`src/rtl/irdrop_pkg.sv`:
```
package irdrop_pkg;

  typedef enum logic [1:0] {
    CMD_RD  = 2'd0,
    CMD_WR  = 2'd1,
    CMD_ACT = 2'd2,
    CMD_PRE = 2'd3
  } cmd_kind_e;

  // cost unit: one sixth of a read
  localparam int unsigned UNIT   = 6;
  localparam int unsigned COST_W = 3;

  // budget of one region, in sixths, shrinking with height and via distance
  function automatic int unsigned region_cap(int unsigned die, int unsigned reg_i,
                                             int unsigned base);
    return (base - die / 2 - reg_i) * UNIT;
  endfunction

endpackage

```
`src/rtl/irdrop_cost.sv`:
```
module irdrop_cost
  import irdrop_pkg::*;
(
  input  cmd_kind_e         kind,
  output logic [COST_W-1:0] cost
);

  always_comb begin
    case (kind)
      CMD_RD, CMD_WR: cost = COST_W'(6);
      CMD_ACT:        cost = COST_W'(3);
      default:        cost = COST_W'(1);
    endcase
  end

endmodule

```
`src/rtl/irdrop_release_ring.sv`:
```
module irdrop_release_ring #(
  parameter int DEPTH  = 16,
  parameter int IDX_W  = 4,
  parameter int COST_W = 3
) (
  input  logic              clk,
  input  logic              rst,
  input  logic              in_valid,
  input  logic [IDX_W-1:0]  in_idx,
  input  logic [COST_W-1:0] in_cost,
  output logic              out_valid,
  output logic [IDX_W-1:0]  out_idx,
  output logic [COST_W-1:0] out_cost
);

  localparam int PTR_W = (DEPTH > 1) ? $clog2(DEPTH) : 1;
  localparam int ENT_W = 1 + IDX_W + COST_W;

  // one slot per cycle of the window; no reset so it maps onto distributed RAM
  logic [ENT_W-1:0] slots [DEPTH];
  logic [PTR_W-1:0] ptr;
  logic             primed;
  logic [ENT_W-1:0] aged;

  assign aged = slots[ptr];

  always_ff @(posedge clk) begin
    slots[ptr] <= {in_valid, in_idx, in_cost};
  end

  always_ff @(posedge clk) begin
    if (rst) begin
      ptr    <= '0;
      primed <= 1'b0;
    end else if (ptr == PTR_W'(DEPTH - 1)) begin
      ptr    <= '0;
      primed <= 1'b1;
    end else begin
      ptr    <= ptr + 1'b1;
    end
  end

  // slots from before the first full lap hold stale data
  assign out_valid = primed & aged[ENT_W-1];
  assign out_idx   = aged[COST_W +: IDX_W];
  assign out_cost  = aged[COST_W-1:0];

endmodule

```
`src/rtl/irdrop_budget.sv`:
```
module irdrop_budget
  import irdrop_pkg::*;
#(
  parameter int NUM_DIES        = 8,
  parameter int RPD             = 2,
  parameter int REG_BASE        = 6,
  parameter int PAIR_LIMIT      = 8,
  parameter int HALF_LIMIT      = 12,
  parameter int STACK_LIMIT_ALL = 16,
  parameter int STACK_LIMIT_TOP = 8,
  localparam int NR    = NUM_DIES * RPD,
  localparam int NP    = NR / 2,
  localparam int IDX_W = $clog2(NR),
  localparam int CW    = $clog2(REG_BASE * UNIT + 1),
  localparam int SW    = CW + IDX_W + 1
) (
  input  logic              clk,
  input  logic              rst,
  input  logic              cand_valid,
  input  logic [IDX_W-1:0]  cand_idx,
  input  logic [COST_W-1:0] cand_cost,
  input  logic              cand_top,
  input  logic              rel_valid,
  input  logic [IDX_W-1:0]  rel_idx,
  input  logic [COST_W-1:0] rel_cost,
  output logic              admit,
  output logic [NR*CW-1:0]  fill_flat,
  output logic [SW-1:0]     total_fill
);

  logic [CW-1:0] cnt      [NR];
  logic [CW-1:0] cnt_nxt  [NR];
  logic [SW-1:0] cap_tab  [NR];
  logic [SW-1:0] pair_sum [NR];
  logic [SW-1:0] half_sum [2];
  logic [SW-1:0] total;

  // group sums are rebuilt from the region counts each cycle
  always_comb begin
    total       = '0;
    half_sum[0] = '0;
    half_sum[1] = '0;
    for (int i = 0; i < NR; i++) begin
      cap_tab[i] = SW'(region_cap(int'(i / RPD), int'(i % RPD), REG_BASE));
      total      = total + SW'(cnt[i]);
      if (i / RPD >= NUM_DIES / 2) half_sum[1] = half_sum[1] + SW'(cnt[i]);
      else                         half_sum[0] = half_sum[0] + SW'(cnt[i]);
    end
    for (int p = 0; p < NR; p++) begin
      if (p < NP) begin
        pair_sum[p] = SW'(cnt[(p / RPD) * 2 * RPD + p % RPD])
                    + SW'(cnt[(p / RPD) * 2 * RPD + p % RPD + RPD]);
      end else begin
        pair_sum[p] = '0;
      end
    end
  end

  logic [SW-1:0]    c_w;
  logic [IDX_W-1:0] cand_pair;
  logic             reg_ok, pair_ok, half_ok, stack_ok, top_on;
  logic [SW-1:0]    stack_cap;

  assign c_w = SW'(cand_cost);

  always_comb begin
    int cd;
    int cr;
    cd        = int'(cand_idx) / RPD;
    cr        = int'(cand_idx) % RPD;
    cand_pair = IDX_W'((cd / 2) * RPD + cr);
    reg_ok    = (SW'(cnt[cand_idx]) + c_w) <= cap_tab[cand_idx];
    pair_ok   = (pair_sum[cand_pair] + c_w) <= SW'(PAIR_LIMIT * UNIT);
    half_ok   = (half_sum[cand_top] + c_w) <= SW'(HALF_LIMIT * UNIT);
    top_on    = cand_top | (half_sum[1] != '0);
    stack_cap = top_on ? SW'(STACK_LIMIT_TOP * UNIT) : SW'(STACK_LIMIT_ALL * UNIT);
    stack_ok  = (total + c_w) <= stack_cap;
    admit     = cand_valid & reg_ok & pair_ok & half_ok & stack_ok;
  end

  // charge and release are summed so a coincident pair nets out
  always_comb begin
    for (int i = 0; i < NR; i++) begin
      cnt_nxt[i] = cnt[i];
      if (admit && cand_idx == IDX_W'(i))    cnt_nxt[i] = cnt_nxt[i] + CW'(cand_cost);
      if (rel_valid && rel_idx == IDX_W'(i)) cnt_nxt[i] = cnt_nxt[i] - CW'(rel_cost);
    end
  end

  always_ff @(posedge clk) begin
    for (int i = 0; i < NR; i++) begin
      if (rst) cnt[i] <= '0;
      else     cnt[i] <= cnt_nxt[i];
    end
  end

  genvar g;
  generate
    for (g = 0; g < NR; g++) begin : g_fill
      assign fill_flat[g*CW +: CW] = cnt[g];
    end
  endgenerate

  assign total_fill = total;

endmodule

```
`src/rtl/irdrop_admit.sv`:
```
module irdrop_admit
  import irdrop_pkg::*;
#(
  parameter int NUM_DIES        = 8,
  parameter int REGIONS_PER_DIE = 2,
  parameter int WINDOW          = 16,
  parameter int REG_BASE        = 6,
  parameter int PAIR_LIMIT      = 8,
  parameter int HALF_LIMIT      = 12,
  parameter int STACK_LIMIT_ALL = 16,
  parameter int STACK_LIMIT_TOP = 8,
  localparam int DIE_W = $clog2(NUM_DIES),
  localparam int REG_W = $clog2(REGIONS_PER_DIE),
  localparam int NR    = NUM_DIES * REGIONS_PER_DIE,
  localparam int IDX_W = $clog2(NR),
  localparam int CW    = $clog2(REG_BASE * UNIT + 1),
  localparam int SW    = CW + IDX_W + 1
) (
  input  logic             clk,
  input  logic             rst,
  input  logic             cmd_valid,
  input  logic [1:0]       cmd_kind,
  input  logic [DIE_W-1:0] cmd_die,
  input  logic [REG_W-1:0] cmd_region,
  output logic             grant,
  output logic             deny
);

  logic [COST_W-1:0] cost;
  logic [IDX_W-1:0]  cand_idx;
  logic              cand_top;
  logic              cand_valid;
  logic              admit;
  logic              rel_valid;
  logic [IDX_W-1:0]  rel_idx;
  logic [COST_W-1:0] rel_cost;
  logic [NR*CW-1:0]  fill_flat;
  logic [SW-1:0]     total_fill;

  assign cand_idx   = IDX_W'(int'(cmd_die) * REGIONS_PER_DIE + int'(cmd_region));
  assign cand_top   = int'(cmd_die) >= NUM_DIES / 2;
  assign cand_valid = cmd_valid & ~rst;

  irdrop_cost u_cost (
    .kind (cmd_kind_e'(cmd_kind)),
    .cost (cost)
  );

  irdrop_budget #(
    .NUM_DIES        (NUM_DIES),
    .RPD             (REGIONS_PER_DIE),
    .REG_BASE        (REG_BASE),
    .PAIR_LIMIT      (PAIR_LIMIT),
    .HALF_LIMIT      (HALF_LIMIT),
    .STACK_LIMIT_ALL (STACK_LIMIT_ALL),
    .STACK_LIMIT_TOP (STACK_LIMIT_TOP)
  ) u_budget (
    .clk        (clk),
    .rst        (rst),
    .cand_valid (cand_valid),
    .cand_idx   (cand_idx),
    .cand_cost  (cost),
    .cand_top   (cand_top),
    .rel_valid  (rel_valid),
    .rel_idx    (rel_idx),
    .rel_cost   (rel_cost),
    .admit      (admit),
    .fill_flat  (fill_flat),
    .total_fill (total_fill)
  );

  irdrop_release_ring #(
    .DEPTH  (WINDOW),
    .IDX_W  (IDX_W),
    .COST_W (COST_W)
  ) u_ring (
    .clk       (clk),
    .rst       (rst),
    .in_valid  (admit),
    .in_idx    (cand_idx),
    .in_cost   (cost),
    .out_valid (rel_valid),
    .out_idx   (rel_idx),
    .out_cost  (rel_cost)
  );

  always_ff @(posedge clk) begin
    if (rst) begin
      grant <= 1'b0;
      deny  <= 1'b0;
    end else begin
      grant <= admit;
      deny  <= cmd_valid & ~admit;
    end
  end

endmodule

```
`config.mk`:
```
export PLATFORM = sky130hd
export DESIGN_NAME = irdrop_admit
export DESIGN_NICKNAME = d
export VERILOG_FILES = /design/src/rtl/irdrop_pkg.sv /design/src/rtl/irdrop_cost.sv /design/src/rtl/irdrop_release_ring.sv /design/src/rtl/irdrop_budget.sv /design/src/rtl/irdrop_admit.sv
export SDC_FILE = /design/constraint.sdc
export NUM_CORES = 1
export LEC_CHECK = 0
export ABC_AREA = 1
export CAP_MARGIN = 20
export CORE_ASPECT_RATIO = 0.5
export CORE_MARGIN = 2
export CORE_UTILIZATION = 60
export DETAILED_ROUTE_END_ITERATION = 8
export GPL_ROUTABILITY_DRIVEN = 0
export HOLD_SLACK_MARGIN = 0.02
export PLACE_DENSITY = 0.73
export SLEW_MARGIN = 15
export SYNTH_ARGS = -nofsm -noshare
export SYNTH_HDL_FRONTEND = slang
export SYNTH_SLANG_ARGS = --single-unit
```
`constraint.sdc`:
```
create_clock -name clk -period 11.7 [get_ports clk]
set_input_delay 3.51 -clock clk [delete_from_list [all_inputs] [get_ports clk]]
set_output_delay 3.51 -clock clk [all_outputs]
set_load 0.03 [all_outputs]
```
[Word-level counts from Yosys, hierarchy flattened]
Memories as Yosys holds them, arrays and structs flattened. A register that Yosys moved wholly into a read port is not among the register bits.
Cells that the tools add are included.
Cells by class
  $add $sub $neg: 69
  $lt $le $gt $ge: 8
  equality and inequality tests: 33
  mux-type cells: 62
  bitwise operators: 29
  reduce and logical (&&, ||, !) cells: 38
Operator list (count)
  2-to-1 mux 6 bit: 48
  adder 11 x 6 -> 11 bit: 20
  adder 6 x 3 -> 6 bit: 16
  subtractor 6 x 3 -> 6 bit: 16
  2-to-1 mux 11 bit: 7
  adder 6 x 6 -> 7 bit: 10
  equality test 4 bit, second input constant: 17
  binary-select mux 11 bit (select 4 bit): 1
  adder 11 x 3 -> 11 bit: 3
  equality test 4 x 3 -> 1 bit, second input constant: 8
  logical AND 1 bit: 32
  less-or-equal comparator 11 bit: 2
  OR 1 bit: 17
  equality test 4 x 2 -> 1 bit, second input constant: 4
  less-or-equal comparator 11 x 6 -> 1 bit, second input constant: 1
  less-or-equal comparator 11 x 7 -> 1 bit, second input constant: 1
  nonzero test 11 bit: 1
  greater-or-equal comparator 5 bit, second input constant: 2
  inverter 4 -> 5 bit: 2
  equality test 4 x 1 -> 1 bit, second input constant: 2
  zero test 4 bit: 2
  adder 6 x 3 -> 7 bit: 1
  AND 1 bit: 7
  2-to-1 mux 7 bit: 1
  other kinds (14): 18
Storage, ports and cells
  flip-flop bits (word level): 7
  bits in writable memories: 224
  bits in read-only memories: 176
  input port bits: 9
  output and inout port bits: 2
  logic and storage cells: 246
  memories kept: 3
Memory list
  (name not given): words 16, width 11, rd ports 1, clocked after memory_dff 0, wr ports 0, line irdrop_budget.sv:72  | reg_ok = (SW'(cnt[cand_idx]) + c_w) <= cap_tab[cand_idx];
  u_ring.slots: words 16, width 8, rd ports 1, clocked after memory_dff 1, wr ports 1, line irdrop_release_ring.sv:20  | logic [ENT_W-1:0] slots [DEPTH];
  u_budget.cnt: words 16, width 6, rd ports 17, clocked after memory_dff 0, wr ports 16, line irdrop_budget.sv:31  | logic [CW-1:0] cnt [NR];

[Longest topological paths before layout]
Gate-level depths: netlist (run 1).
An unclocked memory read counts as a cell.
  depth in word-level cells: 24
  gate-level depth with buffers: 55
  gate-level depth less buffers: 54

[Modules after synthesis]
From an unflattened synthesis (run 1), not the netlist that was laid out.
Unflattened totals
  cells, all modules: 2956
  area total of the unflattened synthesis: 22402.7 sq um
Modules (own cells, without submodules)
  irdrop_budget: instances 1, cells each 2450, area an instance 16767.3 sq um, sequential area each 1921.8 sq um
  irdrop_release_ring: instances 1, cells each 494, area an instance 5550.3 sq um, sequential area each 3943.8 sq um
  irdrop_admit: instances 1, cells each 9, area an instance 73.8 sq um, sequential area each 40.0 sq um
  irdrop_cost: instances 1, cells each 3, area an instance 11.3 sq um, sequential area each 0.0 sq um

[Worst setup path before layout (run 1)]
Ideal clock, no wire load.
  path type: in2reg
  from: in cmd_kind[1]
  to: mem u_budget.cnt[15][2] (netlist name)
  library setup time: 0.115 ns
  arrival time: 10.865 ns
  data required time: 11.585 ns
  slack: 0.720 ns
  stages on the path: 31
  buffers on the path: 1
  cells stage by stage: nand2_1 > inv_1 > fa_1 > fa_1 > fa_1 > fa_1 > fa_1 > o31ai_1 > xnor2_1 > ha_1 > inv_1 > nor4_1 > nand4_1 > nand2_1 > nand2_1 > nor3_1 > nand4_2 > nor2_8 > buf_12 > nand2_2 > inv_2 > nand2_1 > nand2_1 > inv_1 > ha_1 > fa_1 > or2_2 > nand2_1 > a21oi_1 > o21ai_0 > inv_1
RTL lines
  start: declaration: line irdrop_admit.sv:22  | input logic [1:0] cmd_kind,
  end: declaration: line irdrop_budget.sv:31

==> results of run 1 <==
worst min path at each step:
stage,end,cells past startpoint
global route,u_ring.primed,1
CTS,u_ring.primed,1
finish,u_ring.primed,1
global placement,u_ring.primed,1
floorplan,u_ring.primed,1
detailed placement,u_ring.primed,1
cells by family (layout without fill, tap and decap cells):
family / Yosys count / count (layout)
XOR/XNOR: 68 / 68
buffers and inverters: 632 / 660
adder cells (fa/ha/maj): 367 / 367
AND/OR/NAND/NOR: 1487 / 1488
flip-flops: 231 / 231
other: 0 / 1
AO/OA/AOI/OAI: 480 / 480
area by class of cell:
cell class | instances | area [sq um]
timing repair buffer | 53 | 420
multi-input combinational | 2403 | 15600
clock inverter | 18 | 226
antenna | 1 | 2.50
fill | 3506 | 13600
sequential | 231 | 5910
inverter | 565 | 2120
tap | 530 | 663
clock buffer | 24 | 579
per-layer routing:
layer / share of wire (%) / routed length (microns) / global-route usage, % / up-vias
li1: - / - / - / 10700
met1: 41 / 31200 / 50.0 / 10400
met2: 42 / 31700 / 55.2 / 1196
met3: 13 / 9660 / 9.65 / 256
met4: 4.8 / 3680 / 14.7 / 0
met5: 0 / 0 / 0 / -
power by group:
| part | switching, mW | total (mW) | internal, mW |
|---|---|---|---|
| clock | 0.368 | 0.825 | 0.457 |
| sequential | 0.00750 | 0.875 | 0.867 |
| combinational | 0.324 | 0.469 | 0.145 |
| total | 0.699 | 2.17 | 1.47 |
per-stage QoR:
stage / cells / power, mW
2_1_floorplan: 3265 / 1.19
3_3_place_gp: 3774 / 1.33
3_5_place_dp: 3774 / 1.34
4_1_cts: 3816 / 2.15
5_1_grt: 3824 / 2.24
6_report: 3825 / 2.17
state kept, by name (all words and copies together) (netlist names):
register,flops
u_ring.slots,128
u_budget.cnt,96
u_ring.ptr,4
deny,1
grant,1
u_ring.primed,1
Yosys cell counts (7+ instances only):
| cell type | instances |
|---|---|
| sky130_fd_sc_hd__nand2_2 | 23 |
| sky130_fd_sc_hd__clkinv_1 | 9 |
| sky130_fd_sc_hd__nand3b_1 | 12 |
| sky130_fd_sc_hd__buf_4 | 7 |
| sky130_fd_sc_hd__o21a_1 | 13 |
| sky130_fd_sc_hd__inv_2 | 20 |
| sky130_fd_sc_hd__nand3_1 | 200 |
| sky130_fd_sc_hd__a31oi_1 | 9 |
| sky130_fd_sc_hd__ha_1 | 223 |
| sky130_fd_sc_hd__inv_1 | 535 |
| sky130_fd_sc_hd__or2_2 | 12 |
| sky130_fd_sc_hd__nor2_1 | 291 |
| sky130_fd_sc_hd__buf_6 | 12 |
| sky130_fd_sc_hd__dfxtp_1 | 103 |
| sky130_fd_sc_hd__o21bai_1 | 17 |
| sky130_fd_sc_hd__nand2_1 | 770 |
| sky130_fd_sc_hd__fa_1 | 144 |
| sky130_fd_sc_hd__edfxtp_1 | 128 |
| sky130_fd_sc_hd__clkbuf_1 | 32 |
| sky130_fd_sc_hd__o21ai_1 | 20 |
| sky130_fd_sc_hd__a21oi_1 | 141 |
| sky130_fd_sc_hd__buf_2 | 12 |
| sky130_fd_sc_hd__xnor2_1 | 39 |
| sky130_fd_sc_hd__nand4_1 | 108 |
| sky130_fd_sc_hd__xor2_1 | 29 |
| sky130_fd_sc_hd__o22ai_1 | 48 |
| sky130_fd_sc_hd__nor2_2 | 13 |
| sky130_fd_sc_hd__o21ai_0 | 174 |
| sky130_fd_sc_hd__o211ai_1 | 22 |
| sky130_fd_sc_hd__nor3_1 | 22 |
placed cells by master, fill, tap and decap left out, drive strengths merged, types with 24 or more instances in the layout:
| cell type | netlist | routed |
|---|---|---|
| clkbuf | 32 | 24 |
| dfxtp | 103 | 103 |
| nand4 | 114 | 114 |
| nor3 | 24 | 24 |
| edfxtp | 128 | 128 |
| ha | 223 | 223 |
| nor2 | 309 | 310 |
| o21ai | 195 | 195 |
| inv | 556 | 559 |
| buf | 35 | 46 |
| o211ai | 27 | 27 |
| xnor2 | 39 | 39 |
| nand3 | 203 | 203 |
| xor2 | 29 | 29 |
| o22ai | 48 | 48 |
| nand2 | 798 | 798 |
| fa | 144 | 144 |
| a21oi | 144 | 144 |
what timing repair did:
item,CTS,global route
setup buffers,0,7
gates resized for setup,0,12
endpoints found under the setup margin,0,73
==> impl_metrics.json, run 1 <==
{
  "port_buffers": 10,
  "slew_headroom_pct": 31.8,
  "synth_area_per_cell_sq_um": 7.33,
  "timing.critical_path.slowest_cell_delay_ps": 590,
  "rsz0062_at_grt": "no",
  "cell_with_the_largest_stage_delay_on_the_worst_path": "sky130_fd_sc_hd__fa_1",
  "cts.hold.buffers_added": 0,
  "async_flop_share_pct": 0,
  "detailroute.via_count": 22600,
  "pre_cts_setup_slack_ps": 330,
  "synth_compound_gate_area_share_pct": 11.5,
  "overflow": 0,
  "detail_route.wl_per_cell_microns": 19.9,
  "critPathMaxFanout": 13,
  "cts_tree": "yes",
  "synthMuxAreaShare_pct": 0,
  "final_core_util_pct": 65.3,
  "synth.distinct_cells": 58,
  "drive_gt1_share_pct": 6.10,
  "cp.required_ps": 12150,
  "clkTransAtPathRegs_ps": 70,
  "grt_antenna_before_repair": 1,
  "netlist.area_leader.share_pct": 16.1,
  "critPathLaunchType": "flip-flop",
  "maximum_number_of_pins_on_one_net_before_global_route_repair": 81,
  "yosysTopAreaCell": "sky130_fd_sc_hd__edfxtp_1",
  "ys_ff_latch": 231,
  "groute.usage.overall_pct": 36.6,
  "numCtsBuffers": 23,
  "launch_instance_of_the_worst_register_to_register_path": "u_budget.cnt[1][0]",
  "hold_violation_total_from_the_final_report": 0,
  "clock-root-buffer": "sky130_fd_sc_hd__clkbuf_16",
  "arrival_ps": 11560,
  "cts_max_level": 1,
  "place_area_sq_um": 24600,
  "worst_ir_drop_vdd_v": 0.000100,
  "die_area_sq_um": 41600,
  "synth_top_family_by_area": "simple AND/OR/NAND/NOR gates",
  "timing.fmax_mhz": 90.0,
  "final.setup.tns_ps": 0,
  "cts.sink_count": 231,
  "launch_point_of_the_critical_path": "u_budget.cnt[1][0]",
  "postRouteWirelength_mm": 76.2,
  "finalWorstSetupSlack_ps": 593,
  "tightestPinTransition_ps": 1020,
  "hold-worst-slack_ps": 462,
  "worst_hold_startpoint": "u_ring.primed",
  "register_to_register_path_setup_slack_ps": 590,
  "top_level_ports": 11,
  "grt_pass1_vias": 21000,
  "dieHeight_microns": 145,
  "path_buf_inv": 10,
  "coreArea_sq_um": 39100,
  "timing.critical_path.max_delay_family": "adder cells",
  "yosys_warnings": 0,
  "synth.net_count": 3641,
  "first_pass_grt_wire_length_mm": 117,
  "timing.clock.skew_ps": 19.2,
  "adder_cell_fraction_of_synth_area_pct": 23.7,
  "slew_viol_final": 0,
  "post-route-cell-area_sq_um": 25500,
  "drt_pre_antenna_iters": 6,
  "area_growth_pct": 6.62,
  "syn-instance-count": 3265,
  "count_of_flip_flops_with_a_built_in_enable_after_synthesis": 128,
  "max-cap-violations": 0,
  "floorplan.initialDensity_pct": 61.2,
  "hp-class": "flip-flop to flip-flop",
  "rows": 51,
  "period_minus_slack_ps": 11110,
  "fin_crit_sh_pct": 94.9,
  "drtIter0Drc": 2486,
  "drt.antenna.violating_nets": 0,
  "crit_type": "flip-flop to flip-flop",
  "synth_seq_area_share_pct": 24.7,
  "die_w_microns": 287,
  "cellLeakagePower_nw": 12.5,
  "power_per_cell_area_nw_per_um2": 84.9,
  "count_of_cells_along_the_worst_register_to_register_path": 50,
  "final_count_of_negative_setup_slack_endpoints": 0,
  "critPathCapture": "u_budget.cnt[3][4]",
  "run_status": "finished clean",
  "synthSimpleGateAreaFrac_pct": 27.2,
  "timing.rr.end": "u_budget.cnt[3][4]",
  "viasPerCell": 5.90,
  "synthesis.area_sq_um": 23900,
  "clk-insertion-delay-late_ps": 570,
  "route.detailed.drc": 0,
  "cts_max_path_buffers": 3,
  "finalNetCount": 3653,
  "critical_path_depth": 50,
  "synthFlopType": "sky130_fd_sc_hd__edfxtp_1",
  "largest_cells_by_area_after_synthesis": "sky130_fd_sc_hd__edfxtp_1, sky130_fd_sc_hd__nand2_1, sky130_fd_sc_hd__fa_1",
  "worst_setup_path_end_kind": "flip-flop",
  "critical_path.most_common_cell": "sky130_fd_sc_hd__fa_1",
  "yosys.area_share.xor_xnor_pct": 2.49,
  "detailedPlacementHpwl_mm": 56.7
}
Note: power is estimated with default switching activity, not from simulation.
==> run 2: changes to the inputs <==
--- a/config.mk
+++ b/config.mk
@@ -14,6 +14,7 @@
 export GPL_ROUTABILITY_DRIVEN = 0
 export HOLD_SLACK_MARGIN = 0.02
 export PLACE_DENSITY = 0.73
+export SKIP_LAST_GASP = 1
 export SLEW_MARGIN = 15
 export SYNTH_ARGS = -nofsm -noshare
 export SYNTH_HDL_FRONTEND = slang
==> results of run 2 <==
Final layout, timing and power as in run 1 (identical DEF).
